==> config.mk <==
export PLATFORM = sky130hd
export DESIGN_NAME = pll_lock_monitor
export DESIGN_NICKNAME = d
export VERILOG_FILES = /design/src/rtl/pll_lock_pkg.sv /design/src/rtl/pulse_width_meter.sv /design/src/rtl/error_grader.sv /design/src/rtl/lock_fsm.sv /design/src/rtl/pll_lock_monitor.sv
export SDC_FILE = /design/constraint.sdc
export NUM_CORES = 1
export LEC_CHECK = 0
export CORE_ASPECT_RATIO = 0.75
export CORE_MARGIN = 5
export CORE_UTILIZATION = 56
export DETAILED_ROUTE_END_ITERATION = 10
export DONT_BUFFER_PORTS = 1
export PLACE_DENSITY = 0.86
export SLEW_MARGIN = 15
export SYNTH_ARGS = -nofsm -noshare
export SYNTH_HDL_FRONTEND = slang
export SYNTH_SLANG_ARGS = --single-unit
==> constraint.sdc <==
create_clock -name clk -period 2.54 [get_ports clk]
set_clock_uncertainty 0.05 [all_clocks]
set_input_delay 0.508 -clock clk [delete_from_list [all_inputs] [get_ports clk]]
set_output_delay 0.508 -clock clk [all_outputs]
set_load 0.1 [all_outputs]
==> src/rtl/pll_lock_pkg.sv <==
package pll_lock_pkg;

    localparam int NUM_CH = 2;

    typedef enum logic [0:0] {
        ST_SEEK   = 1'b0,
        ST_LOCKED = 1'b1
    } lock_state_t;

    typedef enum logic [1:0] {
        EC_CLEAN  = 2'd0,
        EC_MARGIN = 2'd1,
        EC_GROSS  = 2'd2
    } err_class_t;

endpackage

==> src/rtl/pulse_width_meter.sv <==
module pulse_width_meter #(
    parameter int WW = 5
) (
    input  logic          clk,
    input  logic          rst_n,
    input  logic          pulse,
    input  logic          close,
    output logic [WW-1:0] width_o
);
    localparam logic [WW-1:0] MAXV = {WW{1'b1}};

    logic [WW-1:0] cnt_q;

    always_ff @(posedge clk or negedge rst_n) begin
        if (!rst_n) begin
            cnt_q <= '0;
        end else if (close) begin
            cnt_q <= '0;
        end else if (pulse && cnt_q != MAXV) begin
            cnt_q <= cnt_q + WW'(1);
        end
    end

    always_comb begin
        if (cnt_q == MAXV) begin
            width_o = MAXV;
        end else begin
            width_o = cnt_q + WW'(pulse);
        end
    end

    // a fresh cycle starts from zero after the closing strobe
    a_r7_restart: assert property (@(posedge clk) disable iff (!rst_n)
        close |=> (width_o <= WW'(1)));

    // the width never drops inside a cycle (saturation, no wrap)
    a_r7_no_wrap: assert property (@(posedge clk) disable iff (!rst_n)
        !$past(close) && !close |-> (width_o >= $past(cnt_q)));

endmodule

==> src/rtl/error_grader.sv <==
module error_grader
    import pll_lock_pkg::*;
#(
    parameter int WW          = 5,
    parameter int ENTER_TICKS = 15,
    parameter int EXIT_TICKS  = 25
) (
    input  logic [WW-1:0] width_a,
    input  logic [WW-1:0] width_b,
    output err_class_t    grade_o
);
    localparam logic [WW-1:0] ENTER_W = WW'(ENTER_TICKS);
    localparam logic [WW-1:0] EXIT_W  = WW'(EXIT_TICKS);

    logic [WW-1:0] err;

    always_comb begin
        err = (width_a > width_b) ? width_a : width_b;
        if (err < ENTER_W) begin
            grade_o = EC_CLEAN;
        end else if (err > EXIT_W) begin
            grade_o = EC_GROSS;
        end else begin
            grade_o = EC_MARGIN;
        end
    end

endmodule

==> src/rtl/lock_fsm.sv <==
module lock_fsm
    import pll_lock_pkg::*;
#(
    parameter int SHORT_RUN = 3,
    parameter int LONG_RUN  = 5
) (
    input  logic       clk,
    input  logic       rst_n,
    input  logic       close,
    input  err_class_t grade,
    input  logic       prec_sel,
    input  logic       mute_en,
    output logic       locked,
    output logic       rf_enable
);
    localparam int RUN_W = $clog2(LONG_RUN + 1);

    lock_state_t      state_q, state_d;
    logic [RUN_W-1:0] run_q, run_d;
    logic [RUN_W-1:0] need;

    assign need = prec_sel ? RUN_W'(LONG_RUN) : RUN_W'(SHORT_RUN);

    always_ff @(posedge clk or negedge rst_n) begin
        if (!rst_n) begin
            state_q <= ST_SEEK;
            run_q   <= '0;
        end else begin
            state_q <= state_d;
            run_q   <= run_d;
        end
    end

    always_comb begin
        state_d = state_q;
        run_d   = run_q;
        if (close) begin
            unique case (state_q)
                ST_SEEK: begin
                    if (grade == EC_CLEAN) begin
                        if (run_q + RUN_W'(1) >= need) begin
                            state_d = ST_LOCKED;     // T_ACQUIRE
                            run_d   = '0;
                        end else begin
                            run_d   = run_q + RUN_W'(1);
                        end
                    end else begin
                        run_d = '0;                  // T_RESTART
                    end
                end
                ST_LOCKED: begin
                    if (grade == EC_GROSS) begin
                        state_d = ST_SEEK;           // T_LOSE
                        run_d   = '0;
                    end                              // else T_HOLD
                end
                default: begin
                    state_d = ST_SEEK;
                    run_d   = '0;
                end
            endcase
        end
    end

    always_comb begin
        locked    = (state_q == ST_LOCKED);
        rf_enable = locked || !mute_en;
    end

    // lock is only declared at a strobe that closed a clean cycle
    a_r2_entry_on_clean: assert property (@(posedge clk) disable iff (!rst_n)
        $rose(locked) |-> $past(close && grade == EC_CLEAN));

    // a non-clean cycle while seeking never declares lock
    a_r4_no_entry_on_error: assert property (@(posedge clk) disable iff (!rst_n)
        !locked && close && grade != EC_CLEAN |=> !locked);

    // lock held through clean and margin cycles
    a_r5_hold: assert property (@(posedge clk) disable iff (!rst_n)
        locked && !(close && grade == EC_GROSS) |=> locked);

    // gross error drops lock at the closing strobe
    a_r6_drop: assert property (@(posedge clk) disable iff (!rst_n)
        locked && close && grade == EC_GROSS |=> !locked);

    // run length never passes the longest selectable run
    a_r3_run_bound: assert property (@(posedge clk) disable iff (!rst_n)
        run_q < RUN_W'(LONG_RUN));

endmodule

==> src/rtl/pll_lock_monitor.sv <==
module pll_lock_monitor
    import pll_lock_pkg::*;
#(
    parameter int TICK_PS   = 1000,
    parameter int ENTER_PS  = 15000,
    parameter int EXIT_PS   = 25000,
    parameter int SHORT_RUN = 3,
    parameter int LONG_RUN  = 5
) (
    input  logic clk,
    input  logic rst_n,
    input  logic up_pulse,
    input  logic dn_pulse,
    input  logic ref_strobe,
    input  logic prec_sel,
    input  logic mute_en,
    output logic locked,
    output logic rf_enable
);
    localparam int ENTER_TICKS = ENTER_PS / TICK_PS;
    localparam int EXIT_TICKS  = EXIT_PS / TICK_PS;
    localparam int WW          = $clog2(EXIT_TICKS + 2);

    logic [NUM_CH-1:0]  pulses;
    logic [WW-1:0]      widths [NUM_CH];
    err_class_t         grade;

    assign pulses = {dn_pulse, up_pulse};

    for (genvar ch = 0; ch < NUM_CH; ch++) begin : g_meter
        pulse_width_meter #(.WW(WW)) u_meter (
            .clk     (clk),
            .rst_n   (rst_n),
            .pulse   (pulses[ch]),
            .close   (ref_strobe),
            .width_o (widths[ch])
        );
    end

    error_grader #(
        .WW          (WW),
        .ENTER_TICKS (ENTER_TICKS),
        .EXIT_TICKS  (EXIT_TICKS)
    ) u_grader (
        .width_a (widths[0]),
        .width_b (widths[1]),
        .grade_o (grade)
    );

    lock_fsm #(
        .SHORT_RUN (SHORT_RUN),
        .LONG_RUN  (LONG_RUN)
    ) u_fsm (
        .clk       (clk),
        .rst_n     (rst_n),
        .close     (ref_strobe),
        .grade     (grade),
        .prec_sel  (prec_sel),
        .mute_en   (mute_en),
        .locked    (locked),
        .rf_enable (rf_enable)
    );

    // muted output stays off until lock
    a_r8_mute: assert property (@(posedge clk) disable iff (!rst_n)
        mute_en && !locked |-> !rf_enable);

    // flag low in the cycle after a reset release
    a_r1_reset_low: assert property (@(posedge clk)
        !$past(rst_n) |-> !locked);

endmodule

---- Word-level counts from Yosys, hierarchy flattened ----
Index checks and enable logic that the tools add are counted.
storage, ports and cells
  latch bits .............................. 0
  ROM bits ................................ 0
  word-level logic and storage cells ...... 46
  bits in writable memories ............... 0
  register bits ........................... 14
  output and inout bits ................... 2
  memories ................................ 0
  bits of input ports ..................... 7
cells by class
  reduce and logical (&&, ||, !) cells .... 8
  shift operators ......................... 0
  multiply operators ...................... 0
  $lt $le $gt $ge ......................... 4
  multiplexer cells ....................... 18
  div/mod/pow operators ................... 0
  add/subtract/negate cells ............... 5
  equality and inequality tests ........... 6
  bitwise operators ....................... 1
operators with widths
  kind                                                 count
  2-to-1 mux 5 bit                                     7
  2-to-1 mux 3 bit                                     4
  adder 5 x 1 -> 5 bit                                 2
  adder 5 x 1 -> 5 bit (second input constant)         2
  equality test 5 bit (second input constant)          2
  inequality test 5 bit (second input constant)        2
  case mux 3 bit (2 select lines)                      1
  > comparator 5 bit                                   1
  > comparator 5 bit (second input constant)           1
  < comparator 5 x 4 -> 1 bit (second input constant)  1
  2-to-1 mux 2 bit                                     2
  nonzero test 2 bit                                   2
  adder 3 x 1 -> 3 bit (second input constant)         1
  >= comparator 3 bit                                  1
  2-to-1 mux 1 bit                                     3
  equality test 2 bit (second input constant)          1
  logical AND 1 bit                                    2
  logical NOT 2 bit                                    1
  inequality test 2 bit (second input constant)        1
  case mux 1 bit (2 select lines)                      1
  AND reduction 2 bit                                  1
  logical NOT 1 bit                                    1
  logical OR 1 bit                                     1
  NOT 1 bit                                            1

---- Depth between registers and ports, before layout ----
Gate-level depths: netlist of the first run.
  depth after elaboration ................. 10
  depth in mapped cells ................... 12
  depth with buffers taken out ............ 12

---- By module ----
A second synthesis of the first run with hierarchy kept.
second synthesis, totals
  cells, all modules ...................... 130
  area, all modules ....................... 1251.2 um2
modules (own cells, without submodules)
  module                                   cells each  sequential area each (um2)  times used  area each (um2)
  pulse_width_meter at g_meter[0].u_meter  34          125.1                       1           361.6
  pulse_width_meter at g_meter[1].u_meter  35          125.1                       1           355.3
  lock_fsm                                 29          100.1                       1           290.3
  error_grader                             32          0.0                         1           244.0

---- Least setup slack after synthesis of the first run ----
No wires, ideal clock.
  path type ............................... input port to flip-flop
  start ................................... input dn_pulse
  end ..................................... register u_fsm.run_q[0]
  cell stages on the path ................. 12
  required time ........................... 2.368 ns
  buffers on the path ..................... 0
  library setup time ...................... 0.122 ns
  arrival ................................. 2.663 ns
  path slack .............................. -0.295 ns
  path through ............................ ha_1 -> ha_1 -> a31o_1 -> a21o_1 -> inv_1 -> ha_1 -> a21oi_1 -> o21ai_2 -> o21ba_2 -> nor2_1 -> o2111ai_1 -> a32o_1
between the ends
  cells in the longest elaborated chain, start to end .. 10
  elaborated cells between the ends (all ways) .. 14
  those cells by class .................... add/sub: 1; order compare: 3; eq/ne: 2; mux: 6; reduce/logical: 2
RTL lines
  item                                                                                            RTL line                        text
  start, declared                                                                                 pll_lock_monitor.sv:13          input logic dn_pulse,
  adder 5 x 1 -> 5 bit (*)                                                                        pulse_width_meter.sv:28         width_o = cnt_q + WW'(pulse);
  2-to-1 mux 5 bit (*)                                                                            pulse_width_meter.sv:25         if (cnt_q == MAXV) begin
  > comparator 5 bit                                                                              error_grader.sv:18              err = (width_a > width_b) ? width_a : width_b;
  2-to-1 mux 5 bit (*)                                                                            error_grader.sv:18
  > comparator 5 bit                                                                              error_grader.sv:21              end else if (err > EXIT_W) begin
  2-to-1 mux 2 bit                                                                                error_grader.sv:21
  2-to-1 mux 2 bit (*)                                                                            error_grader.sv:19              if (err < ENTER_W) begin
  equality test 2 bit / logical NOT 2 bit (equally long branches)                                 lock_fsm.sv:52, lock_fsm.sv:40
  inequality test 2 bit (no source line) / 2-to-1 mux 3 bit (equally long branches)               -
  AND reduction 2 bit (no source line) / case mux 3 bit (2 select lines) (equally long branches)  -
  end signal, assigned                                                                            lock_fsm.sv:30                  run_q <= run_d;
  end, declared                                                                                   lock_fsm.sv:19                  logic [RUN_W-1:0] run_q, run_d;
Every way passes the cells marked *; elsewhere a longest branch is shown, timed or not.
A chain may end at the register's enable or synchronous reset.

---- Worst setup path after layout of the first run ----
  start ................................... register g_meter[0].u_meter.cnt_q[0]
  end ..................................... register u_fsm.run_q[1]
between the ends
  cells in the longest elaborated chain, start to end .. 10
  elaborated cells between the ends (all ways) .. 15
  those cells by class .................... add/sub: 1; order compare: 3; eq/ne: 3; mux: 6; reduce/logical: 2
RTL lines
  item                                                                                            RTL line                                          text
  start, declared                                                                                 pulse_width_meter.sv:12                           logic [WW-1:0] cnt_q;
  start signal, assigned                                                                          pulse_width_meter.sv:20                           cnt_q <= cnt_q + WW'(1);
  adder 5 x 1 -> 5 bit / equality test 5 bit (equally long branches)                              pulse_width_meter.sv:28, pulse_width_meter.sv:25
  2-to-1 mux 5 bit (*)                                                                            pulse_width_meter.sv:25
  > comparator 5 bit                                                                              error_grader.sv:18
  2-to-1 mux 5 bit (*)                                                                            error_grader.sv:18
  > comparator 5 bit                                                                              error_grader.sv:21
  2-to-1 mux 2 bit                                                                                error_grader.sv:21
  2-to-1 mux 2 bit (*)                                                                            error_grader.sv:19
  equality test 2 bit / logical NOT 2 bit (equally long branches)                                 lock_fsm.sv:52, lock_fsm.sv:40
  inequality test 2 bit (no source line) / 2-to-1 mux 3 bit (equally long branches)               -
  AND reduction 2 bit (no source line) / case mux 3 bit (2 select lines) (equally long branches)  -
Marks and branches as above.

==> results.py, run 1 <==
metrics = {
    "outcome": {
        "status": "finished, violations left",
        "violations": "negative setup slack",
    },
    "grt": {
        "grt_overflow_total": 0,
        "grt_pass1_vias": 1064,
        "grtUsageTotal_pct": 19.40,
        "antenna_found_initial": 0,
        "grt_pass1_wl_mm": 4.947,
        "grt_max_degree": 15,
    },
    "die": {
        "core_sq_mm": 0.002049,
        "start_util_pct": 59.83,
        "die_w_um": 64.03,
        "rows": 14,
        "ios": 9,
        "die_area_sq_mm": 0.003235,
        "die_y_um": 50.53,
    },
    "sta": {
        "fmax_ghz": 0.3466,
        "hold_violations": 0,
        "slew_viol_final": 0,
        "final.period_utilization_pct": 113.6,
        "rsz0062_at_grt": "yes",
        "setup_viol": 4,
        "maxSlewHeadroom_pct": 57.43,
        "period_needed_ps": 2885,
        "worst_pin_slew_ps": 636.4,
        "setup_slack_ps": -345.0,
    },
    "detailed_routing": {
        "drc": 0,
        "first_pass_iters": 4,
        "postRouteAntennaNets": 0,
        "highest_layer": "met4",
        "wl_per_cell_um": 18.88,
        "met2_length_mm": 1.590,
        "met3_length_um": 159,
        "vias": 1093,
        "initialDrtViolationCount": 59,
        "via_per_inst": 6.210,
        "met1_length_mm": 1.519,
        "finalWirelength_mm": 3.322,
    },
    "setup_path": {
        "crit_fanout": 4,
        "cp-start-kind": "flip-flop",
        "crit_top_cell": "ha_4",
        "crit_chain": "ha_4 > and3_4 > ha_4 > inv_4 > o21ai_4 > ha_4 > nand4_1 > or2_4 > o21a_1 > o221ai_2 > nor2_1 > a32o_2",
        "crit_slowest_cell": "dfrtp_2",
        "critPathMaxStageDelay_ps": 480,
        "crit_path_end_kind": "flip-flop",
        "crit_type": "flip-flop to flip-flop",
        "crit_arrival_ps": 3010,
        "required_ps": 2660,
    },
    "logic_synthesis": {
        "synth_top_area_share_pct": 28.57,
        "synth_simple_gate_area_share_pct": 21.94,
        "async_flop_share_pct": 100.0,
        "synthCells": 129,
        "yosysWarnings": 0,
        "synthTopCellsByArea": "dfrtp_1, ha_1, nor2_1, mux2i_1, xor2_1",
        "synth-edff-count": 0,
        "avgSynthCellArea_sq_um": 9.505,
        "synth_compound_area_share_pct": 18.67,
        "ys.flop_type": "dfrtp_1",
        "synth_fa_ha_area_share_pct": 16.33,
        "synthMuxAreaShare_pct": 3.265,
        "synth_common_cells": "ha_1, nor2_1, dfrtp_1",
        "syn_area_sq_mm": 0.001226,
        "ys_types": 40,
        "synth_xor_area_share_pct": 6.939,
        "synth_top_family_by_area": "simple AND/OR/NAND/NOR gates",
        "yosysTopAreaCell": "dfrtp_1",
        "synth_fp_nets": 152,
        "synth_seq_area_share_pct": 28.57,
        "synth-seq-cells": 14,
    },
    "cells_and_area": {
        "fill_cells": 117,
        "stdcell_area_sq_mm": 0.001679,
        "drive_gt1_share_pct": 44.08,
        "n_antenna_cell": 0,
        "syn_to_final_growth_pct": 36.94,
        "fin_util_pct": 81.93,
        "nets": 176,
    },
    "place": {
        "preCtsSetupSlack_ps": -222.7,
        "dpl_cell_area_sq_mm": 0.001484,
        "dp.final_hpwl_mm": 2.096,
        "gp_congestion": 0.8452,
        "numPortBuffers": 0,
    },
    "flow_run": {
        "max_cap_violations": 0,
    },
    "clock_tree": {
        "cts.sinks": 14,
        "path_clk_slew_ps": 80,
        "cts_tree": "done",
        "clock_latency_ps": 280,
        "cts_buffers": 3,
        "clock-root-buffer": "clkbuf_4",
        "ctsLongestPathBuffers": 2,
        "htreeDepth": 1,
    },
    "hold_path": {
        "hold_path_class": "input pin to flip-flop",
    },
    "pwr": {
        "ir_worst_vdd_uv": 547.3,
        "power.leakage_nw": 0.7282,
        "power.density_mw_per_mm2": 613.9,
    },
}
worst paths after layout:
kind | from | end | slack, ps | cells past startpoint
setup / recovery | g_meter[0].u_meter.cnt_q[0] | u_fsm.run_q[1] | -350 | 12
max in group asynchronous | rst_n | g_meter[0].u_meter.cnt_q[0] | 1370 | 1
hold reg to reg | u_fsm.run_q[2] | u_fsm.run_q[2] | 530 | 1
setup reg to reg | g_meter[0].u_meter.cnt_q[0] | u_fsm.run_q[1] | -350 | 12
hold / removal | ref_strobe | g_meter[1].u_meter.cnt_q[0] | 230 | 1
min in group asynchronous | rst_n | g_meter[1].u_meter.cnt_q[0] | 630 | 1
placed cells by master (no fill, tap or decap), types with 2 or more instances in the layout:
cell      count
a32o_1        2
a31oi_1       2
nand2b_1      5
nor2_1       14
nor2_4        3
nand4_1       5
or2_1         2
dfrtp_1      11
nor3_1        2
and3_4        2
dfrtp_2       3
xor2_1        4
buf_4        22
nand2_2       2
nor2b_1       4
a31o_1        3
nand2_1       5
a21oi_2       2
clkbuf_4      3
o21ai_2       2
ha_4         10
xnor2_1       2
inv_1         3
ha_1          5
mux2i_1       4
metal layers:
layer | vias to the layer above | track usage (%)
met2 | 30 | 30.77
met1 | 536 | 26.21
met5 | - | 0
met4 | 0 | 7.958
met3 | 7 | 3.348
li1 | 520 | -
registers in the layout, summed over array words and instances, names as in the netlist:
name                   flops
u_fsm.run_q                3
u_fsm.locked               1
g_meter.u_meter.cnt_q     10
stage by stage:
| stage | TNS (ps) | power [mW] | hold WS [ps] | cells |
|---|---|---|---|---|
| 5_1_grt | -1443 | 1.086 | 218.1 | 176 |
| 3_5_place_dp | -792.2 | 0.7869 | 162.7 | 166 |
| 2_1_floorplan | -132.4 | 0.6823 | 162.4 | 129 |
| 6_report | -1177 | 1.031 | 228.7 | 176 |
| 4_1_cts | -743.1 | 0.9311 | 224.5 | 171 |
| 3_3_place_gp | -547.3 | 0.7587 | 162.8 | 166 |
logic make-up (layout without fill, tap and decap cells):
logic type	count (synthesis)	after routing
AO/OA/AOI/OAI	27	27
XOR/XNOR	8	8
adder cells (fa/ha/maj)	16	16
buffers and inverters	10	33
flip-flops	14	14
multiplexers	4	4
AND/OR/NAND/NOR	50	50
cell type report:
type	instances	area (sq um)	area share (%)
Sequential cell	14	354.1	21.09
Clock buffer	4	26.28	1.565
Inverter	5	21.27	1.267
Tap cell	24	30.03	1.788
Multi-Input combinational cell	105	1052	62.67
Timing Repair Buffer	24	195.2	11.62
worst max-delay path: cells and delay by family, from the launching register on:
family                   cells  cell delay (ps)
flip-flops                   1              480
AO/OA/AOI/OAI                4              740
AND/OR/NAND/NOR              4              790
adder cells (fa/ha/maj)      3              630
buffers and inverters        1               90
timing repair:
item                                   in CTS  in global routing
endpoints found under the hold margin      14                  0
setup buffers                               0                  5
setup endpoints to repair                   4                  4
gates cloned                                0                  0
pin swaps                                   4                 12
resized for setup                           6                 14
hold buffers                                1                  0
report_power, final:
group          internal, mW  leakage (nW)  switching (mW)
Combinational         0.238         0.530           0.365
Clock                0.0611        0.0150          0.0693
Sequential            0.259         0.183          0.0375
Total                 0.559         0.728           0.472
No activity file was read; power rests on OpenSTA's default activity.
==> run 2, diff against run 1 <==
--- a/config.mk
+++ b/config.mk
@@ -11,6 +11,7 @@
 export DETAILED_ROUTE_END_ITERATION = 10
 export DONT_BUFFER_PORTS = 1
 export PLACE_DENSITY = 0.86
+export SETUP_SLACK_MARGIN = 0.4
 export SLEW_MARGIN = 15
 export SYNTH_ARGS = -nofsm -noshare
 export SYNTH_HDL_FRONTEND = slang
==> run 2 against run 1 <==
  * The flow still finishes with violations (negative setup slack)
  * Flip-flop and latch count stayed put
  * Maximum frequency is 2.6% higher
  * Wire length is 5.7% higher
  * Via count is 2.1% higher
  * Combinational power is 4.1% lower
==> results.py, run 2 (same netlist as run 1, synthesis figures left out) <==
metrics = {
    "outcome": {
        "status": "finished, violations left",
        "violations": "negative setup slack",
    },
    "cells_and_area": {
        "n_antenna_cell": 0,
        "regMostFlops": "g_meter.u_meter.cnt_q",
        "syn_to_final_growth_pct": 36.63,
        "largest_reg_flops": 10,
        "most-common-layout-cells": "buf_4, nor2_1, ha_4, dfrtp_1",
        "final_common_cell": "buf_4",
        "stdcell_area_sq_mm": 0.001675,
        "drive_gt1_share_pct": 46.41,
        "nets": 177,
    },
    "setup_path": {
        "crit_path_end_kind": "flip-flop",
        "reg2reg_depth": 12,
        "r2r_end": "u_fsm.run_q[1]",
        "crit_arrival_ps": 2930,
        "timing.reg2reg.setup_slack_ps": -270,
        "required_ps": 2660,
        "r2r-start": "g_meter[0].u_meter.cnt_q[0]",
        "crit_fanout": 4,
        "cp-start-kind": "flip-flop",
        "crit_type": "flip-flop to flip-flop",
    },
    "die": {
        "die_w_um": 64.03,
        "rows": 14,
        "ios": 9,
        "start_util_pct": 59.83,
        "die_y_um": 50.53,
        "core_sq_mm": 0.002049,
        "die_area_sq_mm": 0.003235,
    },
    "detailed_routing": {
        "drc": 0,
        "postRouteAntennaNets": 0,
        "wl_per_cell_um": 19.83,
        "via_per_inst": 6.305,
        "vias": 1116,
        "finalWirelength_mm": 3.510,
        "initialDrtViolationCount": 48,
        "first_pass_iters": 4,
    },
    "clock_tree": {
        "ctsLongestPathBuffers": 2,
        "path_clk_slew_ps": 90,
        "clock_latency_ps": 290,
        "clock-root-buffer": "clkbuf_4",
        "cts_tree": "done",
        "cts.sinks": 14,
        "cts_buffers": 3,
        "htreeDepth": 1,
    },
    "sta": {
        "fmax_ghz": 0.3556,
        "setup_viol": 4,
        "period_needed_ps": 2812,
        "maxSlewHeadroom_pct": 55.59,
        "slew_viol_final": 0,
        "setup_tns_ps": -1053,
        "rsz0062_at_grt": "yes",
        "final.period_utilization_pct": 110.7,
        "setup_slack_ps": -272.3,
        "worst_pin_slew_ps": 663.9,
        "hold_violations": 0,
    },
    "place": {
        "preCtsSetupSlack_ps": -219.2,
        "dpl_cell_area_sq_mm": 0.001486,
        "numPortBuffers": 0,
        "dp.final_hpwl_mm": 2.234,
        "gp_congestion": 0.8694,
    },
    "hold_path": {
        "min_to": "g_meter[0].u_meter.cnt_q[0]",
        "min-delay-start": "ref_strobe",
        "hold_path_class": "input pin to flip-flop",
        "worstHoldPathCells": 1,
    },
    "pwr": {
        "power.density_mw_per_mm2": 603.7,
        "power.leakage_nw": 0.7332,
        "ir_worst_vdd_uv": 734.7,
    },
    "grt": {
        "grtUsageTotal_pct": 21.30,
        "antenna_found_initial": 0,
        "grt_overflow_total": 0,
        "grt_pass1_wl_mm": 5.299,
        "grt_pass1_vias": 1114,
        "grt_max_degree": 15,
    },
    "flow_run": {
        "max_cap_violations": 0,
    },
}
## run 2: cell count changes in the layout (fill, tap and decap cells not counted), sizes merged
| cell | change |
|---|---|
| buf | +1 |
## run 2: timing repair
| item | CTS | global route |
|---|---|---|
| endpoints found under the hold margin | 14 | 0 |
| gates resized for setup | 4 | 19 |
| setup buffers | 3 | 3 |
| endpoints found under the setup margin | 4 | 7 |
| pin swaps | 5 | 7 |
| hold buffers | 1 | 0 |
## run 2: how the worst max path moves through the flow
stage	from	end	slack, ps	cells past startpoint
2_1_floorplan	dn_pulse	u_fsm.locked	-60	11
3_3_place_gp	g_meter[0].u_meter.cnt_q[0]	u_fsm.locked	-140	11
3_5_place_dp	g_meter[0].u_meter.cnt_q[0]	u_fsm.locked	-220	11
4_1_cts	g_meter[1].u_meter.cnt_q[0]	u_fsm.locked	-210	11
5_1_grt	g_meter[1].u_meter.cnt_q[0]	u_fsm.run_q[2]	-350	12
6_report	g_meter[0].u_meter.cnt_q[0]	u_fsm.run_q[1]	-270	12
## run 2: report_power, final
group          internal [mW]  switching, mW
logic                  0.233          0.346
registers              0.260         0.0393
clock network         0.0611         0.0728
total                  0.554          0.458
## run 2: cell type report
cell class	count	area, sq um
multi-input cells	105	1049
fillers	110	374.1
flip-flops and latches	14	355.3
repair buffers	25	193.9
well taps	24	30.03
clock buffers	4	26.28
inverters	5	21.27
## run 2: through the flow
stage | std cells | util, % | hold WS (ps) | total power, mW
after global routing | 177 | 81.75 | 200.9 | 1.092
after CTS | 174 | 75.76 | 210.3 | 0.9389
after detailed placement | 166 | 72.53 | 162.8 | 0.7922
after floorplan | 129 | - | 162.4 | 0.6842
after global placement | 166 | 72.53 | 162.8 | 0.7598
final | 177 | 81.75 | 218.2 | 1.011
## run 2: layer usage
layer  vias up  GRT usage, %  wire, um
met2        52         32.94      1738
met5         -             0         0
met4         0         12.46       160
met1       523         27.88      1415
li1        522             -         -
met3        19         3.795       196
## run 2: critical path, stage by stage (launching register included)
cell      delay, ps
dfrtp_2         470
ha_4            170
and3_4          180
ha_4            180
inv_4            80
o21ai_2          80
ha_4            300
nand4_1         200
or2_4           310
o21a_1          130
o221ai_2        230
nor2_1           70
a32o_2          240
